**src/rtl/irq_seq_pkg.sv**
```systemverilog
package irq_seq_pkg;

    typedef enum logic [3:0] {
        ST_IDLE,
        ST_ACK,
        ST_PUSH_FL,
        ST_PUSH_CS,
        ST_PUSH_IP,
        ST_VEC_OFS,
        ST_VEC_SEG,
        ST_JUMP,
        ST_POP_IP,
        ST_POP_CS,
        ST_POP_FL,
        ST_RESUME
    } seq_state_e;

    typedef enum logic [1:0] {
        SRC_NONE,
        SRC_NMI,
        SRC_SWI,
        SRC_MASK
    } irq_src_e;

endpackage

```
**src/rtl/irq_nmi_latch.sv**
```systemverilog
module irq_nmi_latch (
    input  logic clk,
    input  logic rst_n,
    input  logic nmi_in,
    input  logic take,
    output logic pending
);
    logic nmi_q;
    logic rise;

    assign rise = nmi_in & ~nmi_q;

    always_ff @(posedge clk) begin
        if (!rst_n) begin
            nmi_q   <= 1'b0;
            pending <= 1'b0;
        end else begin
            nmi_q   <= nmi_in;
            pending <= (pending & ~take) | rise;
        end
    end
endmodule

```
**src/rtl/irq_arbiter.sv**
```systemverilog
module irq_arbiter
    import irq_seq_pkg::*;
#(
    parameter int TYPE_W   = 8,
    parameter int NMI_TYPE = 2
) (
    input  logic              nmi_pend,
    input  logic              swi_req,
    input  logic [TYPE_W-1:0] swi_type,
    input  logic              intr_req,
    input  logic              ie,
    output irq_src_e          src,
    output logic [TYPE_W-1:0] sel_type
);
    localparam logic [TYPE_W-1:0] NmiCode = TYPE_W'(NMI_TYPE);

    always_comb begin
        src      = SRC_NONE;
        sel_type = '0;
        if (nmi_pend) begin
            src      = SRC_NMI;
            sel_type = NmiCode;
        end else if (swi_req) begin
            src      = SRC_SWI;
            sel_type = swi_type;
        end else if (intr_req && ie) begin
            src      = SRC_MASK;
        end
    end
endmodule

```
**src/rtl/irq_ie_flag.sv**
```systemverilog
module irq_ie_flag (
    input  logic clk,
    input  logic rst_n,
    input  logic cmd_en,
    input  logic cmd_clr,
    input  logic cmd_set,
    input  logic entry_clr,
    input  logic restore_en,
    input  logic restore_val,
    output logic ie
);
    always_ff @(posedge clk) begin
        if (!rst_n) begin
            ie <= 1'b0;
        end else if (entry_clr) begin
            ie <= 1'b0;
        end else if (restore_en) begin
            ie <= restore_val;
        end else if (cmd_en && cmd_clr) begin
            ie <= 1'b0;
        end else if (cmd_en && cmd_set) begin
            ie <= 1'b1;
        end
    end
endmodule

```
**src/rtl/irq_seq_fsm.sv**
```systemverilog
module irq_seq_fsm
    import irq_seq_pkg::*;
#(
    parameter int DATA_W = 16,
    parameter int ADDR_W = 20,
    parameter int TYPE_W = 8,
    parameter int IE_BIT = 9
) (
    input  logic              clk,
    input  logic              rst_n,
    input  logic              insn_done,
    input  logic              go_ret,
    input  irq_src_e          src,
    input  logic [TYPE_W-1:0] sel_type,
    input  logic [TYPE_W-1:0] ack_type,
    input  logic [DATA_W-1:0] cur_flags,
    input  logic [DATA_W-1:0] cur_cs,
    input  logic [DATA_W-1:0] cur_ip,
    input  logic              ie,
    input  logic              mem_rdy,
    input  logic [DATA_W-1:0] mem_rdata,
    output logic              is_idle,
    output logic              nmi_take,
    output logic              entry_clr,
    output logic              restore_en,
    output logic              restore_val,
    output logic              int_ack,
    output logic              stk_push,
    output logic              stk_pop,
    output logic              vec_rd,
    output logic [ADDR_W-1:0] mem_addr,
    output logic [DATA_W-1:0] stk_wdata,
    output logic              pc_load,
    output logic              flags_load,
    output logic [DATA_W-1:0] new_ip,
    output logic [DATA_W-1:0] new_cs,
    output logic [DATA_W-1:0] flags_out
);
    localparam int PAD_W = ADDR_W - TYPE_W - 2;

    seq_state_e        state, state_n;
    logic [TYPE_W-1:0] vtype;
    logic [DATA_W-1:0] ip_buf, cs_buf, fl_buf;
    logic              take_irq;

    assign take_irq = (state == ST_IDLE) && !go_ret && insn_done && (src != SRC_NONE);

    // next-state logic
    always_comb begin
        state_n = state;
        unique case (state)
            ST_IDLE: begin
                if (go_ret) begin
                    state_n = ST_POP_IP;
                end else if (insn_done) begin
                    unique case (src)
                        SRC_NMI, SRC_SWI: state_n = ST_PUSH_FL;
                        SRC_MASK:         state_n = ST_ACK;
                        default:          state_n = ST_IDLE;
                    endcase
                end
            end
            ST_ACK:     state_n = ST_PUSH_FL;
            ST_PUSH_FL: if (mem_rdy) state_n = ST_PUSH_CS;
            ST_PUSH_CS: if (mem_rdy) state_n = ST_PUSH_IP;
            ST_PUSH_IP: if (mem_rdy) state_n = ST_VEC_OFS;
            ST_VEC_OFS: if (mem_rdy) state_n = ST_VEC_SEG;
            ST_VEC_SEG: if (mem_rdy) state_n = ST_JUMP;
            ST_JUMP:    state_n = ST_IDLE;
            ST_POP_IP:  if (mem_rdy) state_n = ST_POP_CS;
            ST_POP_CS:  if (mem_rdy) state_n = ST_POP_FL;
            ST_POP_FL:  if (mem_rdy) state_n = ST_RESUME;
            ST_RESUME:  state_n = ST_IDLE;
            default:    state_n = ST_IDLE;
        endcase
    end

    // state register and captured words
    always_ff @(posedge clk) begin
        if (!rst_n) begin
            state  <= ST_IDLE;
            vtype  <= '0;
            ip_buf <= '0;
            cs_buf <= '0;
            fl_buf <= '0;
        end else begin
            state <= state_n;
            if (take_irq && (src != SRC_MASK)) vtype <= sel_type;
            if (state == ST_ACK) vtype <= ack_type;
            if (mem_rdy && ((state == ST_VEC_OFS) || (state == ST_POP_IP))) ip_buf <= mem_rdata;
            if (mem_rdy && ((state == ST_VEC_SEG) || (state == ST_POP_CS))) cs_buf <= mem_rdata;
            if (mem_rdy && (state == ST_POP_FL)) fl_buf <= mem_rdata;
        end
    end

    // outputs decoded from the state
    always_comb begin
        logic [DATA_W-1:0] fl_word;
        fl_word         = cur_flags;
        fl_word[IE_BIT] = ie;

        is_idle     = (state == ST_IDLE);
        nmi_take    = take_irq && (src == SRC_NMI);
        entry_clr   = 1'b0;
        restore_en  = 1'b0;
        restore_val = mem_rdata[IE_BIT];
        int_ack     = 1'b0;
        stk_push    = 1'b0;
        stk_pop     = 1'b0;
        vec_rd      = 1'b0;
        mem_addr    = '0;
        stk_wdata   = '0;
        pc_load     = 1'b0;
        flags_load  = 1'b0;
        new_ip      = ip_buf;
        new_cs      = cs_buf;
        flags_out   = fl_buf;
        unique case (state)
            ST_ACK: int_ack = 1'b1;
            ST_PUSH_FL: begin
                stk_push  = 1'b1;
                stk_wdata = fl_word;
                entry_clr = mem_rdy;
            end
            ST_PUSH_CS: begin
                stk_push  = 1'b1;
                stk_wdata = cur_cs;
            end
            ST_PUSH_IP: begin
                stk_push  = 1'b1;
                stk_wdata = cur_ip;
            end
            ST_VEC_OFS: begin
                vec_rd   = 1'b1;
                mem_addr = {{PAD_W{1'b0}}, vtype, 2'b00};
            end
            ST_VEC_SEG: begin
                vec_rd   = 1'b1;
                mem_addr = {{PAD_W{1'b0}}, vtype, 2'b10};
            end
            ST_JUMP: pc_load = 1'b1;
            ST_POP_IP, ST_POP_CS: stk_pop = 1'b1;
            ST_POP_FL: begin
                stk_pop    = 1'b1;
                restore_en = mem_rdy;
            end
            ST_RESUME: begin
                pc_load    = 1'b1;
                flags_load = 1'b1;
            end
            default: ;
        endcase
    end
endmodule

```
**src/rtl/irq_entry_seq.sv**
```systemverilog
module irq_entry_seq
    import irq_seq_pkg::*;
#(
    parameter int DATA_W   = 16,
    parameter int ADDR_W   = 20,
    parameter int TYPE_W   = 8,
    parameter int IE_BIT   = 9,
    parameter int NMI_TYPE = 2
) (
    input  logic              clk,
    input  logic              rst_n,
    input  logic              intr_req,
    input  logic              nmi_in,
    input  logic              swi_req,
    input  logic [TYPE_W-1:0] swi_type,
    input  logic              insn_done,
    input  logic              ret_req,
    input  logic              cli_cmd,
    input  logic              sti_cmd,
    output logic              int_ack,
    input  logic [TYPE_W-1:0] ack_type,
    input  logic [DATA_W-1:0] cur_flags,
    input  logic [DATA_W-1:0] cur_cs,
    input  logic [DATA_W-1:0] cur_ip,
    output logic              stk_push,
    output logic              stk_pop,
    output logic              vec_rd,
    output logic [ADDR_W-1:0] mem_addr,
    output logic [DATA_W-1:0] stk_wdata,
    input  logic [DATA_W-1:0] mem_rdata,
    input  logic              mem_rdy,
    output logic              pc_load,
    output logic [DATA_W-1:0] new_cs,
    output logic [DATA_W-1:0] new_ip,
    output logic              flags_load,
    output logic [DATA_W-1:0] flags_out,
    output logic              ie_flag,
    output logic              seq_busy
);
    logic              nmi_pend, nmi_take;
    irq_src_e          src;
    logic [TYPE_W-1:0] sel_type;
    logic              is_idle, entry_clr, restore_en, restore_val;

    irq_nmi_latch u_nmi (
        .clk     (clk),
        .rst_n   (rst_n),
        .nmi_in  (nmi_in),
        .take    (nmi_take),
        .pending (nmi_pend)
    );

    irq_arbiter #(.TYPE_W(TYPE_W), .NMI_TYPE(NMI_TYPE)) u_arb (
        .nmi_pend (nmi_pend),
        .swi_req  (swi_req),
        .swi_type (swi_type),
        .intr_req (intr_req),
        .ie       (ie_flag),
        .src      (src),
        .sel_type (sel_type)
    );

    irq_ie_flag u_ie (
        .clk         (clk),
        .rst_n       (rst_n),
        .cmd_en      (is_idle),
        .cmd_clr     (cli_cmd),
        .cmd_set     (sti_cmd),
        .entry_clr   (entry_clr),
        .restore_en  (restore_en),
        .restore_val (restore_val),
        .ie          (ie_flag)
    );

    irq_seq_fsm #(
        .DATA_W (DATA_W),
        .ADDR_W (ADDR_W),
        .TYPE_W (TYPE_W),
        .IE_BIT (IE_BIT)
    ) u_fsm (
        .clk         (clk),
        .rst_n       (rst_n),
        .insn_done   (insn_done),
        .go_ret      (ret_req),
        .src         (src),
        .sel_type    (sel_type),
        .ack_type    (ack_type),
        .cur_flags   (cur_flags),
        .cur_cs      (cur_cs),
        .cur_ip      (cur_ip),
        .ie          (ie_flag),
        .mem_rdy     (mem_rdy),
        .mem_rdata   (mem_rdata),
        .is_idle     (is_idle),
        .nmi_take    (nmi_take),
        .entry_clr   (entry_clr),
        .restore_en  (restore_en),
        .restore_val (restore_val),
        .int_ack     (int_ack),
        .stk_push    (stk_push),
        .stk_pop     (stk_pop),
        .vec_rd      (vec_rd),
        .mem_addr    (mem_addr),
        .stk_wdata   (stk_wdata),
        .pc_load     (pc_load),
        .flags_load  (flags_load),
        .new_ip      (new_ip),
        .new_cs      (new_cs),
        .flags_out   (flags_out)
    );

    assign seq_busy = !is_idle;
endmodule

```
**config.mk**
```make
export PLATFORM = sky130hd
export DESIGN_NAME = irq_entry_seq
export DESIGN_NICKNAME = d
export VERILOG_FILES = /design/src/rtl/irq_seq_pkg.sv /design/src/rtl/irq_nmi_latch.sv /design/src/rtl/irq_arbiter.sv /design/src/rtl/irq_ie_flag.sv /design/src/rtl/irq_seq_fsm.sv /design/src/rtl/irq_entry_seq.sv
export SDC_FILE = /design/constraint.sdc
export NUM_CORES = 1
export LEC_CHECK = 0
export BUFFER_PORTS_ARGS = -buffer_cell sky130_fd_sc_hd__buf_2
export CAP_MARGIN = 20
export CORE_MARGIN = 3
export CORE_UTILIZATION = 43
export CTS_CLUSTER_SIZE = 20
export DETAILED_ROUTE_END_ITERATION = 8
export GPL_ROUTABILITY_DRIVEN = 0
export GPL_TIMING_DRIVEN = 1
export HOLD_SLACK_MARGIN = 0.08
export PLACE_DENSITY = 0.8
export SYNTH_ARGS = -nofsm -noshare
export SYNTH_HDL_FRONTEND = slang
export SYNTH_SLANG_ARGS = --single-unit
export TNS_END_PERCENT = 20
```
**constraint.sdc**
```tcl
create_clock -name clk -period 2.1 [get_ports clk]
set_input_delay 0.42 -clock clk [delete_from_list [all_inputs] [get_ports clk]]
set_output_delay 0.42 -clock clk [all_outputs]
set_load 0.03 [all_outputs]
```
==> impl_metrics.yaml <==
outcome:
  status: "complete, but fails checks"
  violations: "negative setup slack"
grt:
  grt_max_degree: 46
  grt_usage_pct: 24.5
  antenna_found_initial: 0
  overflow: 0
  grt_pass1_vias: 3142
  grt_pass1_wl_um: 14800
floorplanning:
  fp.dieH_um: 89.5
  ios: 182
  num_rows: 29
  die_x_um: 89.5
  start_util_pct: 45.7
  die_area_mm2: 0.00801
  core_mm2: 0.00657
drt:
  first_iter_violations: 159
  vias_per_cell: 5.30
  drt_pass1_iterations: 6
  vias: 3470
  ant_nets: 0
  wl_per_cell_um: 16.2
  routed_wl_um: 10600
  drc: 0
run:
  maxCapViolations: 0
setup_path:
  worstSetupPathType: "register to output port"
  rr_worst_depth: 8
  crit_fanout: 4
  arrival_ps: 1730
  cp.required_ps: 1680
  critical_path.startpoint_type: "register"
  crit_path_end_kind: "output port"
sta:
  fin_worst_skew_ps: 4.90
  hold_slack_ps: 323
  slew_headroom_pct: 61.5
  hold_violations: 0
  layout_worst_path_cycle_share_pct: 102
  drv_slew: 0
  rsz0062_at_grt: "true"
  setup_violations: 5
  tightest_slew_ps: 578
  finalCriticalPeriod_ps: 2150
  layout_setup_ws_ps: -45.5
  clock.fmax_ghz: 0.466
cells_and_area:
  fin_cells: 655
  area_growth_pct: 51.6
  final_nets: 648
  final_layout_size_suffix_gt1_share_pct: 43.1
  final_area_mm2: 0.00455
  mostFrequentLayoutCells: "149 x buf_2, 59 x nand2_1, 59 x dfxtp_1"
  final_common_cell: "buf_2"
  diodes: 0
  nFillCells: 512
cts:
  clock_path_buffers: 2
  cts-root-buf: "clkbuf_8"
  ctsHoldBuffers: 0
  htree_num_levels: 3
  cts_tree: "yes"
  cts_inserted_buffers: 9
  path_clk_slew_ps: 70
  cts.sinks: 63
  clk_latency_ps: 330
placed_design:
  portBuffers: 169
  placed_cell_area_mm2: 0.00392
  dpl.cell_count: 618
  dp_hpwl_um: 7230
logic_synthesis:
  yosys_register_bits: 63
  avgSynthCellArea_um2: 8.13
  ys_seq_area_share_pct: 42.1
  netlist_instances: 369
  yosysUniqueCellTypes: 45
  syn_area_mm2: 0.00300
  yosysWarnings: 0
pwr:
  peakVddDrop_mv: 0.473
  leakage_nw: 2.25
  power_density_mw_per_mm2: 1060
worst_hold_path:
  worstHoldPathCells: 2
  hp-class: "input port to register"
stage by stage:
stage                     setup slack (ps)  power (mW)  setup TNS (ps)  utilization, %
final                                -45.5        4.83            -127            69.3
after detailed placement               145        3.22               0            59.7
after global routing                  -119        5.07           -1560            69.3
after global placement                -160        3.18           -1650            59.6
after floorplan                       -136        2.74           -1080               -
after CTS                            -15.4        4.64           -15.4            66.3
flip-flops by register name, indices dropped and copies added (netlist names):
register         flops
u_fsm.flags_out     16
u_fsm.new_cs        16
u_fsm.new_ip        16
u_fsm.vtype          8
u_fsm.state          4
u_ie.ie              1
u_nmi.nmi_q          1
u_nmi.pending        1
repair_timing:
item                                    CTS  global route
endpoints found under the setup margin   17            31
gates cloned                              2             1
gates resized for setup                  35            53
pin swaps                                 9            12
setup buffers                            12             7
cell type report:
class | count | area (µm²) | share of cell area [%]
Multi-Input combinational cell | 254 | 1550 | 34.0
Timing Repair Buffer | 208 | 1320 | 29.0
Sequential cell | 63 | 1270 | 28.0
Clock buffer | 11 | 141 | 3.11
Tap cell | 93 | 116 | 2.56
Inverter | 22 | 85.1 | 1.87
Clock inverter | 4 | 70.1 | 1.54
metal layers:
layer / wire (µm) / part of all wire, % / track usage (%)
met4: 179 / 1.7 / 8.93
met3: 1010 / 9.5 / 7.56
met2: 5550 / 52 / 46.3
met5: 0 / 0 / 0
met1: 3870 / 36 / 25.1
power breakdown:
group          total [mW]  switching (mW)  internal, mW
logic                2.24            1.31         0.929
clock network        1.14           0.454         0.691
registers            1.45          0.0933          1.36
total                4.83            1.86          2.98
cell usage after synthesis, drive strengths merged:
cell,number,area share [%]
o31ai,2,0.50
mux2i,16,5.3
o211ai,2,0.50
nand3,26,4.3
nor4b,1,0.50
clkbuf,14,1.8
conb,1,0.13
a22oi,1,0.25
o21ai,24,4.0
a21oi,26,4.3
o41ai,1,0.92
or3,3,0.63
inv,21,2.6
or4b,1,0.33
nor3b,1,0.25
and2,9,1.9
and3b,1,0.29
a211o,1,0.29
xnor2,1,0.29
a221oi,1,0.29
nand2b,3,0.63
a31oi,8,1.7
nand3b,1,0.25
buf,26,5.9
nor2b,1,0.21
nor2,21,2.6
nor3,7,1.3
o22ai,1,0.21
dfxtp,63,42
a222oi,16,5.3
clkinv,1,0.13
and3,1,0.21
o211a,1,0.33
nor4,2,0.92
a32oi,1,0.29
nand2,60,7.5
nor4bb,2,0.67
o2111ai,1,0.29
worst paths after layout:
kind	start	end	slack [ps]
max	u_fsm.state[2]	stk_wdata[3]	-50
min	nmi_in	u_nmi.nmi_q	320
max reg2reg	u_fsm.state[0]	u_fsm.vtype[3]	220
min reg2reg	u_fsm.flags_out[13]	u_fsm.flags_out[13]	450
worst max-delay path: stages, from the launching register on:
cell      delay [ps]
dfxtp_2          350
buf_6            110
nand2b_4         150
nor3_4            60
buf_2            140
a222oi_1         320
inv_1            100
buf_6            150
logic make-up after synthesis:
logic type | count (synthesis) | synth area share (%)
AOI/OAI and AO/OA | 86 | 19.2
xor gates and xnor gates | 1 | 0.292
buffers and inverters | 62 | 10.4
DFF | 63 | 42.1
muxes | 16 | 5.34
other | 1 | 0.125
and+or+nand+nor | 140 | 22.6
Note: power is estimated with default switching activity, not from simulation.
